===== config.mk =====
export PLATFORM = sky130hd
export DESIGN_NAME = code_temp_interp
export DESIGN_NICKNAME = d
export VERILOG_FILES = /design/src/rtl/cti_pkg.sv /design/src/rtl/cti_divider.sv /design/src/rtl/cti_thresh_lookup.sv /design/src/rtl/code_temp_interp.sv
export SDC_FILE = /design/constraint.sdc
export NUM_CORES = 1
export LEC_CHECK = 0
export ABC_AREA = 1
export BUFFER_PORTS_ARGS = -buffer_cell sky130_fd_sc_hd__buf_2
export CAP_MARGIN = 20
export CORE_ASPECT_RATIO = 1.4
export CORE_UTILIZATION = 40
export CTS_BUF_LIST = sky130_fd_sc_hd__clkbuf_2
export DETAILED_ROUTE_END_ITERATION = 10
export GPL_TIMING_DRIVEN = 0
export PLACE_DENSITY_LB_ADDON = 0.08
export SYNTH_ARGS = -nofsm -noshare
export SYNTH_HDL_FRONTEND = slang
export SYNTH_SLANG_ARGS = --single-unit

===== constraint.sdc =====
create_clock -name clk -period 11.12 [get_ports clk]
set_clock_uncertainty 0.2 [all_clocks]
set_input_delay 1.112 -clock clk [delete_from_list [all_inputs] [get_ports clk]]
set_output_delay 1.112 -clock clk [all_outputs]
set_load 0.005 [all_outputs]

===== src/rtl/cti_pkg.sv =====
package cti_pkg;
  parameter int CODE_W  = 12;
  parameter int TEMP_W  = 32;
  parameter int CAL_N   = 36;
  parameter int IDX_W   = $clog2(CAL_N);
  parameter int T_MIN   = -40000;
  parameter int T_MAX   = 125000;
  parameter int T_STEP  = 5000;
  parameter int CODE_MAX = (1 << CODE_W) - 1;

  // Calibration codes, strictly falling; guard entries at both ends.
  localparam logic [CODE_W-1:0] CAL_CODES [CAL_N] = '{
    12'd4095, 12'd3800, 12'd3792, 12'd3783, 12'd3774, 12'd3765,
    12'd3756, 12'd3747, 12'd3737, 12'd3728, 12'd3718, 12'd3708,
    12'd3698, 12'd3688, 12'd3678, 12'd3667, 12'd3656, 12'd3645,
    12'd3634, 12'd3623, 12'd3611, 12'd3600, 12'd3588, 12'd3575,
    12'd3563, 12'd3550, 12'd3537, 12'd3524, 12'd3510, 12'd3496,
    12'd3482, 12'd3467, 12'd3452, 12'd3437, 12'd3421, 12'd0
  };

  typedef enum logic [1:0] {ST_IDLE, ST_SEARCH, ST_DIVIDE} cti_state_e;

  function automatic logic [CODE_W-1:0] cal_code(input logic [IDX_W-1:0] idx);
    return CAL_CODES[idx];
  endfunction

  // Temperature of a table point, computed from the 5000 grid.
  function automatic logic signed [TEMP_W-1:0] cal_temp(input logic [IDX_W-1:0] idx);
    if (idx == '0)
      return TEMP_W'(T_MIN);
    else if (int'(idx) >= CAL_N - 1)
      return TEMP_W'(T_MAX);
    else
      return TEMP_W'(T_MIN + T_STEP * (int'(idx) - 1));
  endfunction
endpackage


===== src/rtl/cti_divider.sv =====
module cti_divider #(
  parameter int NW = 18,
  parameter int DW = 12
) (
  input  logic          clk,
  input  logic          rst_n,
  input  logic          start,
  input  logic [NW-1:0] dividend,
  input  logic [DW-1:0] divisor,
  output logic          done,
  output logic [NW-1:0] quotient
);
  localparam int CNT_W = $clog2(NW + 1);

  logic [DW-1:0]    rem;
  logic [NW-1:0]    quo;
  logic [CNT_W-1:0] cnt;
  logic             run;
  logic [DW:0]      trial;
  logic             fits;

  assign trial = {rem, quo[NW-1]};
  assign fits  = trial >= {1'b0, divisor};

  always_ff @(posedge clk or negedge rst_n) begin
    if (!rst_n) begin
      rem  <= '0;
      quo  <= '0;
      cnt  <= '0;
      run  <= 1'b0;
      done <= 1'b0;
    end else if (start) begin
      rem  <= '0;
      quo  <= dividend;
      cnt  <= CNT_W'(NW);
      run  <= 1'b1;
      done <= 1'b0;
    end else if (run) begin
      if (fits) begin
        rem <= trial[DW-1:0] - divisor;
        quo <= {quo[NW-2:0], 1'b1};
      end else begin
        rem <= trial[DW-1:0];
        quo <= {quo[NW-2:0], 1'b0};
      end
      cnt <= cnt - 1'b1;
      if (cnt == CNT_W'(1)) begin
        run  <= 1'b0;
        done <= 1'b1;
      end
    end else begin
      done <= 1'b0;
    end
  end

  assign quotient = quo;
endmodule


===== src/rtl/cti_thresh_lookup.sv =====
module cti_thresh_lookup
  import cti_pkg::*;
(
  input  logic signed [TEMP_W-1:0] thr_temp,
  output logic [CODE_W-1:0]        thr_code
);
  // Interior table points only; guard entries never match.
  logic [CAL_N-2:1] hit;

  for (genvar k = 1; k <= CAL_N - 2; k++) begin : g_hit
    assign hit[k] = (thr_temp == cal_temp(IDX_W'(k)));
  end

  always_comb begin
    thr_code = '0;
    for (int i = 1; i <= CAL_N - 2; i++)
      if (hit[i]) thr_code = cal_code(IDX_W'(i));
  end
endmodule


===== src/rtl/code_temp_interp.sv =====
module code_temp_interp
  import cti_pkg::*;
#(
  parameter int IN_W  = 16,
  parameter int NUM_W = 18
) (
  input  logic                     clk,
  input  logic                     rst_n,
  input  logic                     req_valid,
  output logic                     req_ready,
  input  logic [IN_W-1:0]          req_code,
  output logic                     res_valid,
  output logic signed [TEMP_W-1:0] res_temp,
  output logic                     res_err,
  input  logic signed [TEMP_W-1:0] thr_temp,
  output logic [CODE_W-1:0]        thr_code
);
  cti_state_e              st;
  logic [CODE_W-1:0]       code_q;
  logic [IDX_W-1:0]        lo, hi, mid, lo_prev;
  logic signed [TEMP_W-1:0] base_q;
  logic                    oversize;
  logic                    div_start, div_done;
  logic [CODE_W-1:0]       seg_top, seg_bot, gap, denom;
  logic [NUM_W-1:0]        step_u, dividend, quo;

  assign oversize = |req_code[IN_W-1:CODE_W];
  assign mid      = IDX_W'(({1'b0, lo} + {1'b0, hi}) >> 1);
  assign lo_prev  = lo - 1'b1;

  // Bracketing segment once the search has closed on lo.
  assign seg_top  = cal_code(lo_prev);
  assign seg_bot  = cal_code(lo);
  assign gap      = seg_top - code_q;
  assign denom    = seg_top - seg_bot;
  assign step_u   = NUM_W'(cal_temp(lo) - cal_temp(lo_prev));
  assign dividend = step_u * NUM_W'(gap);
  assign div_start = (st == ST_SEARCH) && (lo == hi);

  cti_divider #(.NW(NUM_W), .DW(CODE_W)) i_div (
    .clk      (clk),
    .rst_n    (rst_n),
    .start    (div_start),
    .dividend (dividend),
    .divisor  (denom),
    .done     (div_done),
    .quotient (quo)
  );

  always_ff @(posedge clk or negedge rst_n) begin
    if (!rst_n) begin
      st        <= ST_IDLE;
      code_q    <= '0;
      lo        <= '0;
      hi        <= '0;
      base_q    <= '0;
      res_valid <= 1'b0;
      res_err   <= 1'b0;
      res_temp  <= '0;
    end else begin
      res_valid <= 1'b0;
      unique case (st)
        ST_IDLE: if (req_valid) begin
          if (oversize) begin
            res_valid <= 1'b1;
            res_err   <= 1'b1;
            res_temp  <= '0;
          end else begin
            code_q <= req_code[CODE_W-1:0];
            lo     <= IDX_W'(1);
            hi     <= IDX_W'(CAL_N - 1);
            st     <= ST_SEARCH;
          end
        end
        ST_SEARCH: begin
          if (lo == hi) begin
            base_q <= cal_temp(lo_prev);
            st     <= ST_DIVIDE;
          end else if (cal_code(mid) <= code_q) begin
            hi <= mid;
          end else begin
            lo <= mid + 1'b1;
          end
        end
        ST_DIVIDE: if (div_done) begin
          res_valid <= 1'b1;
          res_err   <= 1'b0;
          res_temp  <= base_q + $signed(TEMP_W'(quo));
          st        <= ST_IDLE;
        end
        default: st <= ST_IDLE;
      endcase
    end
  end

  assign req_ready = (st == ST_IDLE);

  cti_thresh_lookup i_thr (
    .thr_temp (thr_temp),
    .thr_code (thr_code)
  );
endmodule


== After elaboration in Yosys (flattened, before gate mapping) ==
Memory sizes are Yosys's and may differ from the RTL's.
Index checks and enable logic that the tools add are counted.
Operators by class
  add/subtract/negate cells: 13
  $mul: 3
  $lt $le $gt $ge: 7
  equal/unequal tests: 46
  muxes and demuxes: 85
  bitwise gates (word level): 4
  reduce and logical (&&, ||, !) cells: 15
Operators with widths (count)
  $mux 12: 43
  $eq 32x18->1 const B: 12
  $eq 32x17->1 const B: 9
  $eq 32x16->1 const B: 6
  $mux 32: 5
  $eq 32x15->1 const B: 4
  $mux 18: 4
  $eq 32x14->1 const B: 2
  $pmux 32 s2: 1
  $mux 6: 8
  $sub 12x12->12: 3
  $add 32x19->32: 1
  $logic_not 32->1: 1
  $pmux 6 s2: 2
  $add 17x21->22 const A: 1
  $ge 7x7->1 const B: 3
  $not 6->7: 3
  $add 17x18->18 const A: 1
  $mul 11x7->18 const A: 1
  $mul 18x12->18: 1
  $sub 18x18->18: 1
  $mul 11x7->15 const A: 1
  $sub 6x1->7 const B: 2
  $ge 13x12->1: 1
  other kinds (28): 57
Storage, ports and cells
  register bits: 129
  ROM bits: 2304
  bits of input ports: 51
  memories kept: 3
Memory list
  (name not given): depth 64, width 12, read ports 1, clocked after memory_dff 0, write ports 0, RTL line cti_pkg.sv:24  | return CAL_CODES[idx];
  (name not given): depth 64, width 12, read ports 1, clocked after memory_dff 0, write ports 0, RTL line cti_pkg.sv:24
  (name not given): depth 64, width 12, read ports 1, clocked after memory_dff 0, write ports 0, RTL line cti_pkg.sv:24

== Longest topological paths before layout ==
Gate-level depths: netlist of the first run.
  depth after elaboration: 35
  depth in mapped cells: 61
  mapped depth without buffers: 59

== Cells and area by module ==
A second synthesis of the first run with hierarchy kept.
Unflattened totals
  cell total of the unflattened synthesis: 2585
  area, all modules: 17401.7 µm²
By module, submodules not included
  code_temp_interp: instances 1, cells an instance 1904, area an instance 13304.0 µm²
  cti_divider: instances 1, cells an instance 349, area an instance 2572.5 µm²
  cti_thresh_lookup: instances 1, cells an instance 332, area an instance 1525.2 µm²

== Least setup slack after synthesis of the first run ==
OpenSTA, ideal clock, no wires.
  kind: register -> register
  start: register lo[0]
  end: register i_div.quo[17], in the netlist i_div.quotient[17]
  setup time: 0.117 ns
  arrival time: 9.784 ns
  data required time: 10.803 ns
  setup slack: 1.019 ns
  cell stages (with the launch flop): 51
  clock period less this slack: 10.101 ns
  path through: dfrtp_1 buf_4 inv_2 ha_1 nor2_1 inv_1 nand2_1 clkbuf_1 ha_1 nand2_1 nand3_1 nand2_1 fa_1 inv_1 ha_1 ha_1 fa_1 inv_1 (+15 left out) fa_1 inv_1 fa_1 fa_1 fa_1 fa_1 inv_1 ha_1 nand2_1 nor3_1 nand3_1 o2111ai_1 xor2_1 inv_1 nand4_1 nand3_1 nand3_1 nand2_1
Between the ends
  longest elaborated chain between the ends: 9
Ends and longest elaborated chain
  start: declaration: RTL line code_temp_interp.sv:20  | logic [IDX_W-1:0] lo, hi, mid, lo_prev;
  start signal: assignment: RTL line code_temp_interp.sv:82  | lo <= mid + 1'b1;
  $sub 6x1->6: RTL line code_temp_interp.sv:29  | assign lo_prev = lo - 1'b1;
  $sub 6x1->7: RTL line cti_pkg.sv:34  | return TEMP_W'(T_MIN + T_STEP * (int'(idx) - 1));
  $mul 11x7->18
  $add 17x21->22
  $mux 32 (2 in a row)
  $sub 18x18->18: RTL line code_temp_interp.sv:36  | assign step_u = NUM_W'(cal_temp(lo) - cal_temp(lo_prev));
  $mul 18x12->18: RTL line code_temp_interp.sv:37  | assign dividend = step_u * NUM_W'(gap);
  $mux 18: RTL line cti_divider.sv:32  | end else if (start) begin
  end signal: assignment: RTL line cti_divider.sv:34  | quo <= dividend;
  end signal: assignment: RTL line cti_divider.sv:41  | quo <= {quo[NW-2:0], 1'b1};
  end signal: assignment: RTL line cti_divider.sv:44  | quo <= {quo[NW-2:0], 1'b0};
  end: declaration: RTL line cti_divider.sv:16  | logic [NW-1:0] quo;
Several ways; a longest one is shown, not always the timed one. The select of a mux whose other input is x is not followed.
A chain may end at the register's enable or synchronous reset.

== Final worst setup path of the first run ==
  start: register lo[1]
  end: register i_div.quo[17], in the netlist i_div.quotient[17]
The elaborated chain is that of the path after synthesis.

==> results of run 1 <==
layout make-up:
| class | count | area [µm²] |
|---|---|---|
| tap | 540 | 676 |
| inverter | 467 | 1760 |
| multi-input combinational | 1901 | 12200 |
| fill | 4467 | 22800 |
| clock inverter | 13 | 161 |
| sequential | 116 | 2910 |
| timing repair buffer | 103 | 559 |
| clock buffer | 18 | 90.1 |
| buffer | 44 | 204 |
| antenna | 2 | 5.00 |
synthesized netlist by cell type, types with 5 or more instances:
library cell / count
nand2_1: 607
inv_1: 451
nor2_1: 285
ha_1: 202
nand3_1: 132
a21oi_1: 124
dfrtp_1: 116
o21ai_0: 115
fa_1: 93
nand4_1: 59
nor3_1: 41
clkbuf_1: 39
xor2_1: 33
xnor2_1: 21
o211ai_1: 19
o22ai_1: 16
nand2_2: 13
or2_2: 13
a31oi_1: 12
nand3b_1: 12
o221ai_1: 11
inv_2: 10
nor4_1: 9
o21bai_1: 9
a211oi_1: 8
a22oi_1: 6
clkinv_1: 6
a21o_1: 5
o31ai_1: 5
sequential cells by signal (all words and copies together) (netlist names), 2 cells and up:
signal,count
base_q,19
code_q,12
i_div.rem,12
i_div.cnt,5
i_div.quotient,18
hi,6
res_temp,32
lo,6
st,2
path summary, 6_finish.rpt:
| check | end | slack [ps] |
|---|---|---|
| hold reg to reg | res_temp[16]$_DFFE_PN0P_ | 300 |
| setup reg to reg | i_div.quotient[17]$_DFFE_PN0P_ | 630 |
| max in group asynchronous | code_q[9]$_DFFE_PN0P_ | 9380 |
| min in group asynchronous | res_temp[19]$_DFFE_PN0P_ | 520 |
| hold / removal | res_temp[16]$_DFFE_PN0P_ | 300 |
| setup / recovery | i_div.quotient[17]$_DFFE_PN0P_ | 630 |
what timing repair did:
action	4_1_cts	5_1_grt
pin swaps	0	6
resized for setup	18	32
endpoints found under the setup margin	5	3
hold endpoints to repair	25	0
buffers inserted	4	0
hold buffers	1	0
power by group through the flow:
stage	Sequential [mW]	Clock, mW	Combinational, mW
global route	0.423	0.332	0.0424
floorplan	0.430	0	0.0112
global placement	0.430	0	0.0360
detailed placement	0.430	0	0.0378
finish	0.422	0.303	0.0373
CTS	0.422	0.315	0.0381
routing by layer:
metal	global-route usage (%)	share of wire, %	vias up
met5	0	0	-
met4	11.4	4.1	0
met2	49.4	54	391
met3	2.70	3.1	114
li1	-	-	8410
met1	27.6	39	7827
kinds of logic after synthesis:
logic type	synth area share [%]
XOR/XNOR	3.06
buffers and inverters	11.5
adder cells (fa/ha/maj)	26.0
flip-flops	17.2
AO/OA/AOI/OAI	12.3
multiplexers	0.0666
AND/OR/NAND/NOR	30.0
critical path, delay by kind of cell (launching register included):
kind                       cells  cell delay [ps]
AOI/OAI and AO/OA              3              440
xor gates and xnor gates       1              200
adders and majority gates     13             5510
buffers and inverters         14             1230
DFF                            1              450
and+or+nand+nor               18             2400
==> flow_metrics.tcl, run 1 <==
set metrics [dict create \
    critical_path_class "reg2reg" \
    clock_sinks 116 \
    whs_path_depth 2 \
    comb_power_share_pct 4.9 \
    place_inst 3167 \
    globalRouteOverflowTotal 0 \
    dpl-instance-area_um2 18100 \
    yosys.area.top_type "dfrtp_1" \
    layout_commonest_cell "nand2_1" \
    ys.flop_type "dfrtp_1" \
    nets 2996 \
    synth_edf_count 0 \
    cts_root_buf "clkbuf_2" \
    fin_crit_sh_pct 94.4 \
    ys_seq_elements 116 \
    first_global_vias 16500 \
    drive_gt1_share_pct 8.41 \
    synth_area_leaders "dfrtp_1 17%, ha_1 15%, nand2_1 13%" \
    drt-vias-per-instance 5.23 \
    maxSlewHeadroom_pct 27.0 \
    p_switching_mw 0.204 \
    mostFrequentLayoutCells "603 x nand2_1, 449 x inv_1, 281 x nor2_1" \
    period_minus_slack_ps 10490 \
    grt_max_degree 92 \
    p_total_mw 0.762 \
    clock_path_buffers 2 \
    wl_mm 54.0 \
    ir_drop_uv 40.6 \
    fmax_mhz 95.3 \
    netlist_area_um2 16900 \
    worstSetupStartpoint "lo[1]$_DFFE_PN0P_" \
    ys_async_sr_fraction_pct 100 \
    place_congestion 0.998 \
    coreArea_um2 41400 \
    hp-start "res_temp[16]$_DFFE_PN0P_" \
    ys_seq_area_share_pct 17.2 \
    ant_nets 0 \
    path_clk_slew_ps 200 \
    syn_to_final_growth_pct 9.89 \
    slowest_stage "ha_1" \
    final_util_pct 44.9 \
    seqPwrFrac_pct 55.4 \
    swShare_pct 26.8 \
    fin_area_um2 18600 \
    cp-end-kind "flop" \
    post_synth_inst_count 2529 \
    p_int_mw 0.558 \
    rows 88 \
    clock_latency_ps 800 \
    cpMostUsedCell "inv_1" \
    reg2reg_from "lo[1]$_DFFE_PN0P_" \
    place_ws_ps -1020 \
    r2r_cells 49 \
    cts_tree "done" \
    hold_violations 0 \
    clkPwrFrac_pct 39.7 \
    worstPathArrival_ps 11010 \
    cellPowerDensity_nw_per_um2 41.0 \
    avgSynthCellArea_um2 6.69 \
    drt_iter0_drc 838 \
    netlist.area_leader.share_pct 17.2 \
    stdcell_count 3204 \
    hold_class "reg2reg" \
    start_util_pct 40.8 \
    grt_first_pass_wirelength_mm 85.7 \
    critPathMaxFanout 11 \
    drv_slew 0 \
    synth_cell_types 58 \
    antenna_found_initial 1 \
    htree_levels 4 \
    die_x_um 176 \
    cts-buffers-inserted 17 \
    leakagePower_nw 9.56 \
    max-cap-violations 0 \
    synthesis.nets 2875 \
    setup_viol_count_final 0 \
    worst_slack_ps 627 \
    route.detailed.wl_per_inst_um 16.8 \
    grt_use_total_pct 25.6 \
    max_stage_delay_ps 650 \
    status "completed" \
    whs_ps 297 \
    start_kind "flop" \
    worstPathRequired_ps 11640 \
    yosysWarnings 0 \
    via_count 16700 \
    drtPass1Iterations 8 \
    io-pin-count 98 \
    fp.dieH_um 245 \
    hpwl_mm 45.9 \
    timing_worst_slew_pin_value_ps 1090 \
    fin_setup_tns_ps 0 \
    rsz0062_at_grt "no" \
    dieArea_um2 43100 \
    drc_errors 0 \
    port_buffers 97 \
]
No activity file was read; power rests on OpenSTA's default activity.
==> inputs of run 2 (changes only) <==
- CORE_MARGIN: not set -> 1.5
==> run 2 against run 1 <==
Non-clock buffer count decreased by 2. Final cell count is essentially flat. Clock power up 6.9%. Maximum frequency is 0.43% lower. First-iteration DRC count up 21%. Largest cell class unchanged.
==> flow_metrics.tcl, run 2 (same netlist as run 1, synthesis figures left out) <==
set metrics [dict create \
    r2r_slack_ps 580 \
    worstPathArrival_ps 11060 \
    stdcell_count 3202 \
    largest_reg_flops 32 \
    clkPwrFrac_pct 41.3 \
    place_ws_ps -1000 \
    coreArea_um2 41500 \
    cts_root_buf "clkbuf_2" \
    p_total_mw 0.783 \
    fmax_mhz 94.9 \
    max-cap-violations 0 \
    largest_register "res_temp" \
    wl_mm 54.5 \
    grt_use_total_pct 25.6 \
    first_global_vias 16800 \
    slowest_stage "fa_1" \
    ant_nets 0 \
    critPathMaxFanout 10 \
    start_kind "flop" \
    via_count 16700 \
    drive_gt1_share_pct 8.23 \
    status "completed" \
    setup_viol_count_final 0 \
    worst_slack_ps 582 \
    antenna_found_initial 1 \
    maxSlewHeadroom_pct 23.7 \
    nets 2994 \
    grt_first_pass_wirelength_mm 87.3 \
    fp.dieH_um 246 \
    hold_class "reg2reg" \
    drt-vias-per-instance 5.23 \
    crit_end "i_div.quotient[17]$_DFFE_PN0P_" \
    syn_to_final_growth_pct 9.84 \
    cts_tree "done" \
    p_int_mw 0.544 \
    grt_max_degree 90 \
    clock_path_buffers 2 \
    dieArea_um2 43500 \
    path_clk_slew_ps 240 \
    hpwl_mm 46.0 \
    cp-end-kind "flop" \
    critical_path_class "reg2reg" \
    die_x_um 177 \
    clock_sinks 116 \
    route.detailed.wl_per_inst_um 17.0 \
    max_stage_delay_ps 580 \
    period_minus_slack_ps 10540 \
    cellPowerDensity_nw_per_um2 42.2 \
    reg2reg_from "lo[1]$_DFFE_PN0P_" \
    place_congestion 0.954 \
    start_util_pct 40.7 \
    port_buffers 97 \
    r2r_cells 44 \
    swShare_pct 30.6 \
    drtPass1Iterations 5 \
    timing_worst_slew_pin_value_ps 1140 \
    layout_commonest_cell "nand2_1" \
    leakagePower_nw 9.56 \
    drv_slew 0 \
    cts-buffers-inserted 17 \
    final_util_pct 44.7 \
    comb_power_share_pct 4.7 \
    timing.rr.end "i_div.quotient[17]$_DFFE_PN0P_" \
    io-pin-count 98 \
    mostFrequentLayoutCells "603 x nand2_1, 450 x inv_1, 281 x nor2_1" \
    rows 88 \
    seqPwrFrac_pct 54.0 \
    worstSetupStartpoint "lo[1]$_DFFE_PN0P_" \
    globalRouteOverflowTotal 0 \
    hold_violations 0 \
    fin_crit_sh_pct 94.8 \
    clock_latency_ps 830 \
    fin_setup_tns_ps 0 \
    htree_levels 4 \
    ir_drop_uv 69.8 \
    worstPathRequired_ps 11640 \
    drt_iter0_drc 1011 \
    p_switching_mw 0.240 \
    cpMostUsedCell "inv_1" \
    place_inst 3167 \
    drc_errors 0 \
]
run 2: cell type report:
cell class | instances | area [µm²]
antenna | 1 | 2.50
buffer | 43 | 205
clock buffer | 17 | 85.1
clock inverter | 15 | 170
fill | 4446 | 22900
inverter | 467 | 1760
multi-input combinational | 1901 | 12200
sequential | 116 | 2910
tap | 540 | 676
timing repair buffer | 102 | 552
run 2: per-layer routing:
layer / vias up / track usage, % / wire length [µm]
met5: - / 0 / 0
met3: 110 / 2.58 / 1640
li1: 8389 / - / -
met2: 366 / 49.0 / 28700
met4: 0 / 11.5 / 2430
met1: 7873 / 28.1 / 21600
run 2: what timing repair did:
action,in CTS,in global routing
gates resized for setup,20,30
pin swaps,0,3
hold buffers,1,0
setup endpoints to repair,5,3
hold endpoints to repair,27,0
setup buffers,1,1
run 2: power groups by stage:
stage	clock, mW	sequential, mW	combinational, mW
6_report	0.324	0.423	0.0370
5_1_grt	0.349	0.423	0.0421
4_1_cts	0.332	0.423	0.0378
3_5_place_dp	0	0.430	0.0375
3_3_place_gp	0	0.430	0.0357
2_1_floorplan	0	0.430	0.0112
run 2: worst min-delay path by stage:
stage	start	to	slack, ps	depth (start not counted)
5_1_grt	res_temp[8]$_DFFE_PN0P_	res_temp[8]$_DFFE_PN0P_	340	2
2_1_floorplan	i_div.done$_DFFE_PN0P_	st[1]$_DFFE_PN0P_	240	1
3_3_place_gp	res_err$_DFFE_PN0P_	res_err$_DFFE_PN0P_	250	2
6_report	res_err$_DFFE_PN0P_	res_err$_DFFE_PN0P_	300	2
3_5_place_dp	res_temp[5]$_DFFE_PN0P_	res_temp[5]$_DFFE_PN0P_	260	2
4_1_cts	res_temp[5]$_DFFE_PN0P_	res_temp[5]$_DFFE_PN0P_	310	2
run 2: critical path: cells and delay by family, from the launching register on:
kind                     cells  cell delay [ps]
AO/OA/AOI/OAI                2              400
XOR/XNOR                     3              520
adder cells (fa/ha/maj)     13             5370
buffers and inverters        9             1140
flip-flops                   1              500
AND/OR/NAND/NOR             17             2320
run 2: through the flow:
step                area [µm²]  hold WS, ps
CTS                      18500          309
global route             18600          343
floorplan                16900          238
detailed placement       18100          261
global placement         18100          255
finish                   18600          300
